===== config.mk =====
export PLATFORM = sky130hd
export DESIGN_NAME = vlan_cmd_engine
export DESIGN_NICKNAME = d
export VERILOG_FILES = /design/src/rtl/vlan_cmd_engine.sv
export SDC_FILE = /design/constraint.sdc
export NUM_CORES = 2
export LEC_CHECK = 0
export ABC_AREA = 0
export CAP_MARGIN = 20
export CORE_MARGIN = 5
export CORE_UTILIZATION = 30
export DETAILED_ROUTE_END_ITERATION = 10
export DONT_BUFFER_PORTS = 1
export GPL_ROUTABILITY_DRIVEN = 0
export GPL_TIMING_DRIVEN = 0
export SLEW_MARGIN = 20
export SYNTH_ARGS = -nofsm -noshare
export SYNTH_HDL_FRONTEND = slang
export SYNTH_SLANG_ARGS = --single-unit

===== constraint.sdc =====
create_clock -name clk -period 2.05 [get_ports clk]
set_input_delay 0.1025 -clock clk [delete_from_list [all_inputs] [get_ports clk]]
set_output_delay 0.1025 -clock clk [all_outputs]
set_load 0.005 [all_outputs]

===== src/rtl/vlan_cmd_engine.sv =====
module vlan_cmd_engine #(
  parameter int NUM_ENTRIES = 16,
  parameter int NUM_PORTS   = 8,
  parameter int CMD_LAT     = 4,
  parameter int VID_W       = 12,
  parameter int IDX_W       = $clog2(NUM_ENTRIES)
) (
  input  logic                   clk,
  input  logic                   rst_n,
  input  logic                   bus_we,
  input  logic [15:0]            bus_addr,
  input  logic [31:0]            bus_wdata,
  output logic [31:0]            bus_rdata,
  input  logic [IDX_W-1:0]       lk_idx,
  output logic                   lk_valid,
  output logic [NUM_PORTS-1:0]   lk_member,
  output logic [2*NUM_PORTS-1:0] lk_etag
);
  localparam logic [15:0] CTRL_A = 16'h0090;
  localparam logic [15:0] ATTA_A = 16'h0094;
  localparam logic [15:0] ATTB_A = 16'h0098;
  localparam logic [15:0] VID_A  = 16'h0100;
  localparam int NWORDS = NUM_ENTRIES / 2;
  localparam int WW     = IDX_W - 1;
  localparam int CNT_W  = $clog2(CMD_LAT + 1);
  localparam logic [2:0] OP_RD = 3'd0;
  localparam logic [2:0] OP_WR = 3'd1;

  logic                   busy;
  logic [CNT_W-1:0]       cnt;
  logic [2:0]             cmd_q;
  logic [11:0]            idx_q;
  logic                   a_valid, a_tag, a_ivl;
  logic [NUM_PORTS-1:0]   a_member;
  logic [2*NUM_PORTS-1:0] b_etag;

  logic [NUM_ENTRIES-1:0]                     t_valid, t_tag, t_ivl;
  logic [NUM_ENTRIES-1:0][NUM_PORTS-1:0]      t_member;
  logic [NUM_ENTRIES-1:0][2*NUM_PORTS-1:0]    t_etag;
  logic [NUM_ENTRIES-1:0][VID_W-1:0]          vid;

  wire              start  = bus_we && bus_addr == CTRL_A && bus_wdata[31] && !busy;
  wire              fin    = busy && cnt == '0;
  wire              in_rng = idx_q < 12'(NUM_ENTRIES);
  wire [IDX_W-1:0]  eidx   = idx_q[IDX_W-1:0];
  wire [13:0]       vword  = bus_addr[15:2] - VID_A[15:2];
  wire              vhit   = bus_addr[15:2] >= VID_A[15:2] && vword < 14'(NWORDS);
  wire [WW-1:0]     vw     = vword[WW-1:0];
  wire              unused_bits = &{1'b0, bus_wdata[29], bus_wdata[27:24],
                                    bus_wdata[15], bus_addr[1:0], vword};

  always_ff @(posedge clk) begin
    if (!rst_n) begin
      busy <= 1'b0; cnt <= '0; cmd_q <= '0; idx_q <= '0;
      a_valid <= 1'b0; a_tag <= 1'b0; a_ivl <= 1'b0; a_member <= '0; b_etag <= '0;
      t_valid <= '0; t_tag <= '0; t_ivl <= '0; t_member <= '0; t_etag <= '0;
      for (int i = 0; i < NUM_ENTRIES; i++) vid[i] <= VID_W'(i);
    end else begin
      if (start) begin
        busy  <= 1'b1;
        cnt   <= CNT_W'(CMD_LAT - 1);
        cmd_q <= bus_wdata[14:12];
        idx_q <= bus_wdata[11:0];
      end else if (busy) begin
        if (fin) busy <= 1'b0;
        else     cnt  <= cnt - 1'b1;
      end

      if (bus_we && bus_addr == ATTA_A) begin
        a_valid  <= bus_wdata[0];
        a_member <= bus_wdata[16 +: NUM_PORTS];
        a_tag    <= bus_wdata[28];
        a_ivl    <= bus_wdata[30];
      end
      if (bus_we && bus_addr == ATTB_A) b_etag <= bus_wdata[2*NUM_PORTS-1:0];

      if (fin && in_rng && cmd_q == OP_RD) begin
        a_valid  <= t_valid[eidx];
        a_member <= t_member[eidx];
        a_tag    <= t_tag[eidx];
        a_ivl    <= t_ivl[eidx];
        b_etag   <= t_etag[eidx];
      end
      if (fin && in_rng && cmd_q == OP_WR) begin
        t_valid[eidx]  <= a_valid;
        t_member[eidx] <= a_member;
        t_tag[eidx]    <= a_tag;
        t_ivl[eidx]    <= a_ivl;
        t_etag[eidx]   <= b_etag;
      end

      if (bus_we && vhit) begin
        vid[{vw, 1'b0}] <= bus_wdata[VID_W-1:0];
        vid[{vw, 1'b1}] <= bus_wdata[2*VID_W-1:VID_W];
      end
    end
  end

  always_comb begin
    bus_rdata = '0;
    if (bus_addr == CTRL_A)
      bus_rdata = {busy, 16'b0, cmd_q, idx_q};
    else if (bus_addr == ATTA_A) begin
      bus_rdata[0]                = a_valid;
      bus_rdata[16 +: NUM_PORTS]  = a_member;
      bus_rdata[28]               = a_tag;
      bus_rdata[30]               = a_ivl;
    end else if (bus_addr == ATTB_A)
      bus_rdata[2*NUM_PORTS-1:0] = b_etag;
    else if (vhit)
      bus_rdata[2*VID_W-1:0] = {vid[{vw, 1'b1}], vid[{vw, 1'b0}]};
  end

  assign lk_valid  = t_valid[lk_idx];
  assign lk_member = t_member[lk_idx];
  assign lk_etag   = t_etag[lk_idx];

  logic [CNT_W:0] run_cnt;
  always_ff @(posedge clk) begin
    if (!rst_n)    run_cnt <= '0;
    else if (busy) run_cnt <= run_cnt + 1'b1;
    else           run_cnt <= '0;
  end


  start_busy_chk: assert property (@(posedge clk) disable iff (!rst_n)
    start |=> busy);


  lat_bound_chk: assert property (@(posedge clk) disable iff (!rst_n)
    busy |-> run_cnt < (CNT_W+1)'(CMD_LAT));


  busy_ignore_chk: assert property (@(posedge clk) disable iff (!rst_n)
    (busy && !fin) |=> $stable(cmd_q) && $stable(idx_q));


  oob_stable_chk: assert property (@(posedge clk) disable iff (!rst_n)
    (fin && !in_rng) |=> $stable(t_member) && $stable(t_valid) && $stable(t_etag));


  wr_commit_chk: assert property (@(posedge clk) disable iff (!rst_n)
    (fin && in_rng && cmd_q == OP_WR) |=>
      t_member[$past(eidx)] == $past(a_member) && t_etag[$past(eidx)] == $past(b_etag));


  rd_wins_chk: assert property (@(posedge clk) disable iff (!rst_n)
    (fin && in_rng && cmd_q == OP_RD) |=> a_member == $past(t_member[eidx]));
endmodule


==> results.toml <==
[worst_setup_path]
cp_max_fo = 10
path_class = "in -> out"
worstPathArrival_ns = 2.10
cp-end-kind = "primary output"
ff2ff_setup_slack_ns = -0.09
cp-start-kind = "input pin"
cp.required_ns = 1.95

[route]
antenna_left = 0
wl_met3_um = 15670
dr.pass1.iters = 6
drtIter0Drc = 3991
highest_layer = "met5"
wl_met1_um = 49170
route.met2.wl_um = 60050
wl_um = 132500
viasPerCell = 5.906
drc = 0
routedWlPerCell_um = 26.82
vias = 29190

[grt]
grt_first_pass_wirelength_um = 183100
grt_max_degree = 14
first_global_vias = 26950
antenna_found_initial = 5
grtUsageTotal_pct = 21.75
grt.overflow.total = 0

[status]
violations = "hold timing, setup timing"
status = "finished with violations"

[die]
core-area_um2 = 103600
dieWidth_um = 333.3
num_rows = 118
dieArea_um2 = 111100
dieHeight_um = 333.3
pin_count = 112
start_util_pct = 30.26

[sta]
grt_setup_unrepaired = "yes"
fin_crit_ns = 2.207
drv_slew = 0
setup_violations = 164
finalCritPeriodShare_pct = 107.7
tightest_slew_ns = 1.167
timing.hold.ws_ns = -0.02655
relSlewSlack_pct = 22.17
finalHoldViolCount = 3
clock-skew-final_ns = 0.02952
layout_setup_ws_ns = -0.1573
max_freq_mhz = 453.0

[clocking]
path_clk_slew_ns = 0.07
cts-root-buf = "clkbuf_16"
htree_levels = 3
clkSinkCount = 670
clockBufferDepth = 3
clk_latency_ns = 0.64
cts_buffers = 74
cts_tree = "done"

[yosys]
netlist.area_leader.share_pct = 42.77
ys_async_sr_fraction_pct = 0
ys_ff_latch = 670
post-synth-top-area-cell = "dfxtp_1"
syn_avg_cell_area_um2 = 9.614
synth_cell_types = 53
post_synth_instance_area_um2 = 31360
synth_flop_cell = "dfxtp_1"
synth_edf_count = 0
synth.top_cells.by_area = "dfxtp_1 (43%), mux4_2 (20%), nand3_1 (8.2%), o21ai_0 (7.6%), nand2_1 (7.1%)"
ys_warn_count = 0
seq_area_frac_synth_pct = 42.77
synthCells = 3262

[final_layout]
stdcell_area_um2 = 39680
mostFrequentLayoutCells = "nand2_1 (588), dfxtp_1 (487), nand3_1 (390)"
final_nets = 3561
area_growth_pct = 26.52
final_common_cell = "nand2_1"
fillers = 10050
drive_gt1_share_pct = 32.66

[place]
dp_hpwl_um = 94770
pre_cts_ws_ns = -0.7752
placedInstanceArea_um2 = 33100
io_buffers = 0

[job]
drv_cap = 0

[power]
power_leakage_uw = 0.01338
power_density_nw_per_um2 = 687.2
ir_worst_vdd_v = 0.0006390

[min_path]
hold_class = "in -> reg"
[per-layer routing]
metal  track usage (%)  up-vias
met5                 0        -
met4             8.016        2
met3             5.656      424
met2             35.21     2057
met1             28.14    14340
li1                  -    12370
[registers in the layout (all words and copies together), names as in the netlist]
register / cells
t_etag: 256
vid: 192
t_member: 128
b_etag: 16
t_ivl: 16
t_tag: 16
t_valid: 16
idx_q: 12
a_member: 8
cmd_q: 3
cnt: 3
a_ivl: 1
a_tag: 1
a_valid: 1
busy: 1
[final timing paths]
check         startpoint          to  cells past startpoint
max            lk_idx[1]  lk_etag[3]                      5
min          bus_addr[3]    cmd_q[2]                      4
max reg2reg     idx_q[0]     a_valid                      6
min reg2reg     vid[103]    vid[103]                      2
[cells by family after synthesis]
family / count (synthesis) / synth area share [%]
other: 1 / 0.01196
flip-flops: 670 / 42.77
multiplexers: 313 / 21.20
XOR/XNOR: 1 / 0.02793
AND/OR/NAND/NOR: 1177 / 17.25
buffers and inverters: 368 / 4.919
AO/OA/AOI/OAI: 730 / 13.74
adder cells (fa/ha/maj): 2 / 0.07978
[cells in the mapped netlist (6+ instances only)]
| master | instances |
|---|---|
| o21ai_0 | 477 |
| dfxtp_1 | 670 |
| mux2i_1 | 32 |
| a21boi_1 | 32 |
| a22oi_1 | 13 |
| nand3_1 | 512 |
| and3b_1 | 6 |
| nor2_1 | 7 |
| a21oi_1 | 26 |
| a221o_1 | 19 |
| nand2_1 | 592 |
| buf_2 | 84 |
| nand4_2 | 8 |
| a21boi_0 | 133 |
| buf_4 | 9 |
| buf_1 | 60 |
| clkbuf_1 | 207 |
| mux4_2 | 281 |
| and2_1 | 8 |
| o21ai_2 | 16 |
[power by group]
part	internal, uW	switching [uW]
clock	7330	5790
sequential	13000	0.0734
combinational	339	800
total	20700	6590
[worst max-delay path, cell delays in order]
cell and delay, ns:
buf_2 0.35, buf_4 0.33, buf_4 0.32, mux4_2 0.40, mux4_2 0.59
[final cells by class]
| class | count | area [um^2] | area share [%] |
|---|---|---|---|
| antenna | 5 | 12.51 | 0.03153 |
| buffer | 359 | 2570 | 6.477 |
| clock buffer | 104 | 2106 | 5.307 |
| clock inverter | 26 | 210.2 | 0.5298 |
| inverter | 5 | 22.52 | 0.05676 |
| multi-input combinational | 2234 | 17580 | 44.31 |
| sequential | 670 | 13650 | 34.40 |
| tap | 1380 | 1727 | 4.352 |
| timing repair buffer | 160 | 1799 | 4.535 |
[through the flow]
step | TNS, ns | total power [uW] | util [%] | std cells
floorplan | 0 | 13940 | - | 3266
global placement | -238.55 | 14310 | 31.94 | 4646
detailed placement | -241.08 | 14310 | 31.94 | 4646
CTS | -2.311 | 27190 | 35.94 | 4864
global route | -16.08 | 27810 | 38.27 | 4938
finish | -7.102 | 27270 | 38.28 | 4943
[what timing repair did]
| action | 4_1_cts | 5_1_grt |
|---|---|---|
| cloned | 1 | 31 |
| endpoints found under the hold margin | 135 | 0 |
| buffers inserted | 66 | 48 |
| hold buffers | 23 | 0 |
| setup endpoints to repair | 510 | 511 |
| resized for setup | 447 | 639 |
| pin swaps | 9 | 37 |
No activity file was read; power rests on OpenSTA's default activity.
